**config.mk**
```make
export PLATFORM = sky130hd
export DESIGN_NAME = pia_port_side
export DESIGN_NICKNAME = d
export VERILOG_FILES = /design/src/rtl/pia_port_side.sv
export SDC_FILE = /design/constraint.sdc
export NUM_CORES = 1
export LEC_CHECK = 0
export CORE_ASPECT_RATIO = 0.5
export CORE_MARGIN = 5
export CORE_UTILIZATION = 45
export CTS_BUF_LIST = sky130_fd_sc_hd__clkbuf_2
export DETAILED_ROUTE_END_ITERATION = 7
export GPL_TIMING_DRIVEN = 1
export PLACE_DENSITY = 0.77
export REMOVE_ABC_BUFFERS = 1
export SETUP_SLACK_MARGIN = 0.3
export SYNTH_ARGS = -nofsm -noshare
export SYNTH_HDL_FRONTEND = slang
export SYNTH_SLANG_ARGS = --single-unit
```
**constraint.sdc**
```tcl
create_clock -name clk -period 1.8 [get_ports clk]
set_input_delay 0.36 -clock clk [delete_from_list [all_inputs] [get_ports clk]]
set_output_delay 0.36 -clock clk [all_outputs]
set_load 0.005 [all_outputs]
```
**src/rtl/pia_port_side.sv**
```systemverilog
module pia_port_side #(
  parameter int WIDTH = 8,
  parameter bit SIDE  = 1'b0,
  parameter int SYNC  = 2
) (
  input  logic             clk,
  input  logic             rst_n,
  input  logic             cs,
  input  logic             rd,
  input  logic             wr,
  input  logic [1:0]       addr,
  input  logic [WIDTH-1:0] wdata,
  output logic [WIDTH-1:0] rdata,
  input  logic [WIDTH-1:0] port_in,
  output logic [WIDTH-1:0] port_out,
  output logic [WIDTH-1:0] port_oe,
  input  logic             c1_in,
  input  logic             c2_evt,
  output logic [2:0]       c2_mode,
  output logic             irq_n
);

  localparam logic [1:0] DATA_SEL = {1'b0, SIDE};
  localparam logic [1:0] CTRL_SEL = {1'b1, SIDE};

  logic [WIDTH-1:0] ddr_q, out_q;
  logic [5:0]       ctrl_q;
  logic             flag1_q, flag2_q;
  logic [WIDTH-1:0] pin_sync [SYNC];
  logic [SYNC:0]    c1_sync;

  wire data_hit  = cs && addr == DATA_SEL;
  wire ctrl_hit  = cs && addr == CTRL_SEL;
  wire sel_out   = ctrl_q[2];
  wire c1_edge   = c1_sync[SYNC-1] ^ c1_sync[SYNC];
  wire read_clr  = data_hit && rd && sel_out;
  wire c2_input  = !ctrl_q[5];
  wire flag2_vis = flag2_q && c2_input;

  wire [WIDTH-1:0] pins   = pin_sync[SYNC-1];
  wire [WIDTH-1:0] rdback = (out_q & ddr_q) | (pins & ~ddr_q);

  assign port_out = out_q;
  assign port_oe  = ddr_q;
  assign c2_mode  = ctrl_q[5:3];
  assign irq_n    = !((flag1_q && ctrl_q[0]) || (flag2_vis && ctrl_q[3]));

  always_ff @(posedge clk) begin
    if (!rst_n) begin
      c1_sync <= '0;
      for (int i = 0; i < SYNC; i++) pin_sync[i] <= '0;
    end else begin
      c1_sync <= {c1_sync[SYNC-1:0], c1_in};
      pin_sync[0] <= port_in;
      for (int i = 1; i < SYNC; i++) pin_sync[i] <= pin_sync[i-1];
    end
  end

  always_ff @(posedge clk) begin
    if (!rst_n) begin
      ddr_q  <= '0;
      out_q  <= '0;
      ctrl_q <= '0;
    end else if (wr) begin
      if (data_hit && !sel_out) ddr_q <= wdata;
      if (data_hit &&  sel_out) out_q <= wdata;
      if (ctrl_hit)             ctrl_q <= wdata[5:0];
    end
  end

  always_ff @(posedge clk) begin
    if (!rst_n) begin
      flag1_q <= 1'b0;
      flag2_q <= 1'b0;
    end else begin
      if (c1_edge)       flag1_q <= 1'b1;
      else if (read_clr) flag1_q <= 1'b0;
      if (!c2_input)     flag2_q <= 1'b0;
      else if (c2_evt)   flag2_q <= 1'b1;
      else if (read_clr) flag2_q <= 1'b0;
    end
  end

  always_comb begin
    rdata = '0;
    if (rd && data_hit)
      rdata = sel_out ? rdback : ddr_q;
    else if (rd && ctrl_hit)
      rdata[7:0] = {flag1_q, flag2_vis, ctrl_q};
  end

  assert_ddr_load_R3: assert property (@(posedge clk) disable iff (!rst_n)
    (wr && data_hit && !sel_out) |=> port_oe == $past(wdata));
  assert_out_load_R4: assert property (@(posedge clk) disable iff (!rst_n)
    (wr && data_hit && sel_out) |=> port_out == $past(wdata));
  assert_ctrl_load_R8: assert property (@(posedge clk) disable iff (!rst_n)
    (wr && ctrl_hit) |=> c2_mode == $past(wdata[5:3]));
  assert_no_stray_write_R2: assert property (@(posedge clk) disable iff (!rst_n)
    !cs |=> $stable(port_oe) && $stable(port_out) && $stable(c2_mode));
  assert_flag_clear_R7: assert property (@(posedge clk) disable iff (!rst_n)
    (read_clr && !c1_edge) |=> !flag1_q);
  assert_flag_cause_R6: assert property (@(posedge clk) disable iff (!rst_n)
    $rose(flag1_q) |-> $past(c1_sync[SYNC-1] != c1_sync[SYNC]));
  assert_c2_output_R9: assert property (@(posedge clk) disable iff (!rst_n)
    $past(ctrl_q[5]) |-> !flag2_q);
  assert_irq_quiet_R10: assert property (@(posedge clk) disable iff (!rst_n)
    (!flag1_q && !flag2_q) |-> irq_n);

endmodule

```
; Word-level counts from Yosys, hierarchy flattened
; Memories as Yosys holds them, arrays and structs flattened.
; Cells that the tools add are included.
[totals]
ff_bits = 27
ram_bits = 16
in_bits = 25
n_memories = 1
[classes]
eq_ne = 1
muxes = 10
bitwise_logic = 8
n_reduce_logical = 21
[memory_table]
columns = memory, depth, width, read_ports, rd_ports_with_merged_regs, write_ports, line_no
row1 = pin_sync, 2, 8, 2, 0, 2, 29  ; logic [WIDTH-1:0] pin_sync [SYNC];
[op_table]
columns = op, n
row1 = 2-to-1 mux 8 bit, 5
row2 = AND 8 bit, 2
row3 = logical AND 1 bit, 10
row4 = inverter 8 bit, 1
row5 = OR 8 bit, 1
row6 = AND reduction 2 bit, 3
row7 = 2-to-1 mux 1 bit, 5
row8 = nonzero test 2 bit, 2
row9 = logical NOT 1 bit, 3
row10 = "equality test 2 bit, second input constant", 1
row11 = logical NOT 2 bit, 1
row12 = OR 1 bit, 2
row13 = OR reduction 2 bit, 1
row14 = logical OR 1 bit, 1
row15 = inverter 1 bit, 1
row16 = bitwise XOR 1 bit, 1

; Longest topological paths before layout
[logic_depth]
ltp_word = 6
mapped_depth = 4

; Worst setup path after synthesis
; Ideal clock, no wire load.
[synth_timing]
kind = reg-to-output
from = register ctrl_q[2]
to = output rdata[5]
arrival_ns = 1.043
required_ns = 1.440
path_slack_ns = 0.397
path_stages_with_launch = 5
n_path_buf = 1
path_cell_list = dfxtp_1 -> clkbuf_1 -> a21oi_1 -> a31oi_1 -> a22o_1
[synth_via]
elab_chain_len = 2
[synth_lines]
columns = item, line_no
row1 = start: declaration, 27  ; logic [5:0] ctrl_q;
row2 = start signal: assignment, 67  ; if (ctrl_hit) ctrl_q <= wdata[5:0];
row3 = 2-to-1 mux 8 bit, 87  ; rdata = sel_out ? rdback : ddr_q;
row4 = 2-to-1 mux 8 bit, 86  ; if (rd && data_hit)
row5 = end: declaration, 13  ; output logic [WIDTH-1:0] rdata,
; Every way passes these cells.

; Worst setup path after layout
[layout_timing]
from = register ctrl_q[2]
to = output rdata[0]
; Same word-level chain as after synthesis.

==> impl_results.html <==
<table>
<tr><th>Metric</th><th>Value</th></tr>
<tr><th colspan="2">Synth</th></tr>
<tr><td>Count of state elements after synthesis</td><td>43</td></tr>
<tr><td>Share of synthesized registers carrying an async set or reset</td><td>0</td></tr>
<tr><td>Avg Inst Size Synth</td><td>9.96 um^2</td></tr>
<tr><td>Number of enable flip-flop cells after synthesis</td><td>0</td></tr>
<tr><td>Unique masters post-synth</td><td>28</td></tr>
<tr><td>Most instantiated flip-flop cell in the synthesis netlist</td><td>sky130_fd_sc_hd__dfxtp_1</td></tr>
<tr><td>Post-synthesis sequential area ratio</td><td>0.500</td></tr>
<tr><td>Post-Syn Area</td><td>1720 um^2</td></tr>
<tr><td>Synthesized instance count</td><td>173</td></tr>
<tr><td>Syn. warnings</td><td>0</td></tr>
<tr><th colspan="2">Power</th></tr>
<tr><td>Worst IR drop on VDD</td><td>0.498 mV</td></tr>
<tr><td>Pleak</td><td>1.28 nW</td></tr>
<tr><td>Power density of the placed cells</td><td>636 nW/um^2</td></tr>
<tr><th colspan="2">Cells and area</th></tr>
<tr><td>Area growth from synthesis to final layout</td><td>58.8%</td></tr>
<tr><td>Filler Cells Inserted</td><td>238</td></tr>
<tr><td>Proportion of layout cells with a drive suffix above 1</td><td>0.357</td></tr>
<tr><td>Number of antenna diodes</td><td>0</td></tr>
<tr><td>Number of nets in the layout</td><td>276</td></tr>
<tr><th colspan="2">GRT</th></tr>
<tr><td>Aggregate global routing overflow</td><td>0</td></tr>
<tr><td>Largest net degree at the start of global routing</td><td>52</td></tr>
<tr><td>Initial antenna violation count</td><td>0</td></tr>
<tr><td>Global routing usage summed across all routing layers</td><td>0.209</td></tr>
<tr><td>Wire length of the first global-routing pass</td><td>8.40 mm</td></tr>
<tr><td>Via count of the first global-routing pass</td><td>1701</td></tr>
<tr><th colspan="2">Timing</th></tr>
<tr><td>Final-layout worst hold slack</td><td>0.445 ns</td></tr>
<tr><td>Max-slew headroom at the worst pin</td><td>0.853</td></tr>
<tr><td>Maximum clock frequency</td><td>521 MHz</td></tr>
<tr><td>Setup repair after global routing missed its margin</td><td>yes</td></tr>
<tr><td>Pins over their slew limit</td><td>0</td></tr>
<tr><td>Final setup margin</td><td>-0.119 ns</td></tr>
<tr><td>Setup Viol. Count Final</td><td>8</td></tr>
<tr><td>Slew at the pin closest to its max-slew limit</td><td>0.221 ns</td></tr>
<tr><td>Final worst-path cycle share</td><td>1.07</td></tr>
<tr><td>Hold Violations, Final</td><td>0</td></tr>
<tr><td>Final worst path period need</td><td>1.92 ns</td></tr>
<tr><td>Final clock skew</td><td>0.0265 ns</td></tr>
<tr><td>TNS Setup</td><td>-0.376 ns</td></tr>
<tr><th colspan="2">Worst hold path</th></tr>
<tr><td>Hold Path Class</td><td>reg2reg</td></tr>
<tr><th colspan="2">CTS</th></tr>
<tr><td>Number of hold buffers added after cts</td><td>0</td></tr>
<tr><td>Buffer levels on the longest clock path</td><td>2</td></tr>
<tr><td>Clock tree root buffer cell</td><td>sky130_fd_sc_hd__clkbuf_2</td></tr>
<tr><td>Clock insertion delay at the later pin of the skew report</td><td>0.41 ns</td></tr>
<tr><td>CTS tree</td><td>done</td></tr>
<tr><td>Clock Sink Count</td><td>43</td></tr>
<tr><td>CTS Buf Count</td><td>5</td></tr>
<tr><td># H-tree levels</td><td>2</td></tr>
<tr><td>Reg clk slew, reported paths</td><td>0.22 ns</td></tr>
<tr><th colspan="2">Run</th></tr>
<tr><td>Max-cap violations</td><td>0</td></tr>
<tr><th colspan="2">Placed design</th></tr>
<tr><td>Number of buffers added on ports</td><td>52</td></tr>
<tr><td>RePlAce Congestion</td><td>0.736</td></tr>
<tr><td>Setup slack at placement</td><td>-0.579 ns</td></tr>
<tr><td>Final HPWL from detailed placement</td><td>2.91 mm</td></tr>
<tr><th colspan="2">Critical path</th></tr>
<tr><td>WS Path Type</td><td>reg2out</td></tr>
<tr><td>Crit path buf inv count</td><td>3</td></tr>
<tr><td>Biggest fanout along the worst timing path</td><td>5</td></tr>
<tr><td>Element type at the critical path start</td><td>flip-flop</td></tr>
<tr><td>Family with the most delay on the worst path</td><td>flip-flops</td></tr>
<tr><td>Cell chain of the critical path</td><td>buf_6, buf_16, a21oi_2, a31oi_1, a22o_1, buf_2</td></tr>
<tr><td>Data required time of the critical path</td><td>1.44 ns</td></tr>
<tr><td>Arrival time worst endpoint</td><td>1.56 ns</td></tr>
<tr><td>Critical path endpoint category</td><td>output port</td></tr>
<tr><td>Slowest-stage cell, CP</td><td>sky130_fd_sc_hd__dfxtp_4</td></tr>
<tr><td>Largest incremental delay on the critical path</td><td>0.42 ns</td></tr>
<tr><th colspan="2">Route</th></tr>
<tr><td>DRC violation total after the first TritonRoute iteration</td><td>79</td></tr>
<tr><td>Vias per std cell</td><td>5.17</td></tr>
<tr><td>Number of DRC violations after detailed routing</td><td>0</td></tr>
<tr><td>First-pass iteration count of the detailed router</td><td>4</td></tr>
<tr><td>Wire length after detailed routing</td><td>5.24 mm</td></tr>
<tr><td>Number of nets still failing antenna checks after routing</td><td>0</td></tr>
<tr><td>Count of vias placed by the detailed router</td><td>1565</td></tr>
<tr><td>Routed wire length per instance</td><td>17.3 um</td></tr>
<tr><th colspan="2">Floorplan</th></tr>
<tr><td>Standard cell core area</td><td>3570 um^2</td></tr>
<tr><td>Initial core utilization</td><td>0.483</td></tr>
<tr><td>Chip Width</td><td>97.5 um</td></tr>
<tr><td>Die extent in y</td><td>53.8 um</td></tr>
<tr><td>DIE AREA</td><td>5240 um^2</td></tr>
<tr><td>Cell Rows</td><td>15</td></tr>
<tr><td>I/O pin cnt</td><td>53</td></tr>
<tr><th colspan="2">Outcome</th></tr>
<tr><td>Violated checks</td><td>negative setup slack</td></tr>
<tr><td>Status</td><td>finished, violations left</td></tr>
</table>
[placed cells by master, fill, tap and decap left out, types with 2 or more instances in the layout]
| cell | count |
|---|---|
| sky130_fd_sc_hd__a31oi_2 | 2 |
| sky130_fd_sc_hd__clkdlybuf4s15_1 | 3 |
| sky130_fd_sc_hd__dfxtp_2 | 17 |
| sky130_fd_sc_hd__mux2i_2 | 2 |
| sky130_fd_sc_hd__dfxtp_1 | 23 |
| sky130_fd_sc_hd__clkbuf_2 | 6 |
| sky130_fd_sc_hd__buf_16 | 2 |
| sky130_fd_sc_hd__a21oi_4 | 3 |
| sky130_fd_sc_hd__buf_2 | 9 |
| sky130_fd_sc_hd__a21boi_1 | 2 |
| sky130_fd_sc_hd__buf_12 | 2 |
| sky130_fd_sc_hd__nand3_2 | 2 |
| sky130_fd_sc_hd__clkdlybuf4s50_1 | 20 |
| sky130_fd_sc_hd__a21oi_2 | 4 |
| sky130_fd_sc_hd__mux2i_1 | 20 |
| sky130_fd_sc_hd__nand4b_1 | 2 |
| sky130_fd_sc_hd__nand2_1 | 24 |
| sky130_fd_sc_hd__a31oi_1 | 4 |
| sky130_fd_sc_hd__dlygate4sd2_1 | 19 |
| sky130_fd_sc_hd__dfxtp_4 | 3 |
| sky130_fd_sc_hd__buf_6 | 13 |
| sky130_fd_sc_hd__a22o_1 | 6 |
| sky130_fd_sc_hd__inv_1 | 7 |
| sky130_fd_sc_hd__and2_1 | 19 |
| sky130_fd_sc_hd__nor2b_1 | 6 |
| sky130_fd_sc_hd__buf_4 | 14 |
[through the flow]
step                       util  area [um^2]  std cells  power, mW
after floorplan               -         1650        160       1.07
after global placement    0.664         2370        277       1.18
after detailed placement  0.664         2370        277       1.18
after CTS                 0.757         2700        301       1.73
after global routing      0.767         2740        303       1.81
final                     0.767         2740        303       1.74
[kinds of logic (layout without fill, tap and decap cells)]
family                    after synthesis  in the layout  share of synthesized area
AOI/OAI and AO/OA                      26             26                      0.106
xor gates and xnor gates                1              1                    0.00508
buffers and inverters                  21            100                     0.0574
DFF                                    43             43                      0.500
muxes                                  22             22                      0.128
and+or+nand+nor                        60             60                      0.204
[registers in the layout, indices dropped and copies added (netlist names)]
signal,cells
flag2_q,1
c1_sync,3
port_oe,8
pin_sync,16
port_out,8
ctrl_q,6
flag1_q,1
[synthesized netlist by cell type, drive strengths merged (2+ instances only)]
| library cell | n | area (um^2) |
|---|---|---|
| dfxtp | 43 | 861 |
| nand2 | 25 | 93.8 |
| a22o | 6 | 52.6 |
| a21boi | 2 | 15.0 |
| nand3 | 2 | 10.0 |
| a21oi | 7 | 35.0 |
| mux2i | 22 | 220 |
| inv | 8 | 30.0 |
| nand4b | 2 | 17.5 |
| and2 | 19 | 119 |
| clkbuf | 8 | 30.0 |
| a31oi | 7 | 43.8 |
| nor2b | 6 | 37.5 |
| buf | 5 | 38.8 |
[final cells by class]
type	instances	area (um^2)	area share
Timing Repair Buffer	84	808	0.295
Multi-Input combinational cell	109	875	0.320
Clock inverter	3	38.8	0.0142
Sequential cell	43	893	0.326
Tap cell	51	63.8	0.0233
Clock buffer	5	25.0	0.00914
Inverter	8	32.5	0.0119
[repair_timing]
| item | in CTS | in global routing |
|---|---|---|
| gates resized for setup | 120 | 10 |
| buffers inserted | 14 | 2 |
| gates cloned | 2 | 0 |
| endpoints found under the setup margin | 28 | 26 |
| pin swaps | 14 | 9 |
[final timing paths]
kind	slack, ns	cells after the start	end	start
setup / recovery	-0.12	6	rdata[0]	ctrl_q[2]
hold / removal	0.44	1	pin_sync[0][14]	pin_sync[0][6]
setup reg to reg	0.06	8	port_out[0]	ctrl_q[2]
hold reg to reg	0.44	1	pin_sync[0][14]	pin_sync[0][6]
[layer usage]
metal	wire length [um]	global-route usage	share of wire	up-vias
li1	-	-	-	745
met1	2230	0.225	0.43	768
met2	2670	0.417	0.51	43
met3	260	0.0530	0.050	9
met4	82	0.0690	0.016	0
met5	0	0	0	-
[report_power, final]
group	switching [mW]	total, mW	internal, mW
Sequential	0.0185	0.999	0.980
Combinational	0.0796	0.199	0.120
Clock	0.314	0.542	0.228
No activity file was read; power rests on OpenSTA's default activity.
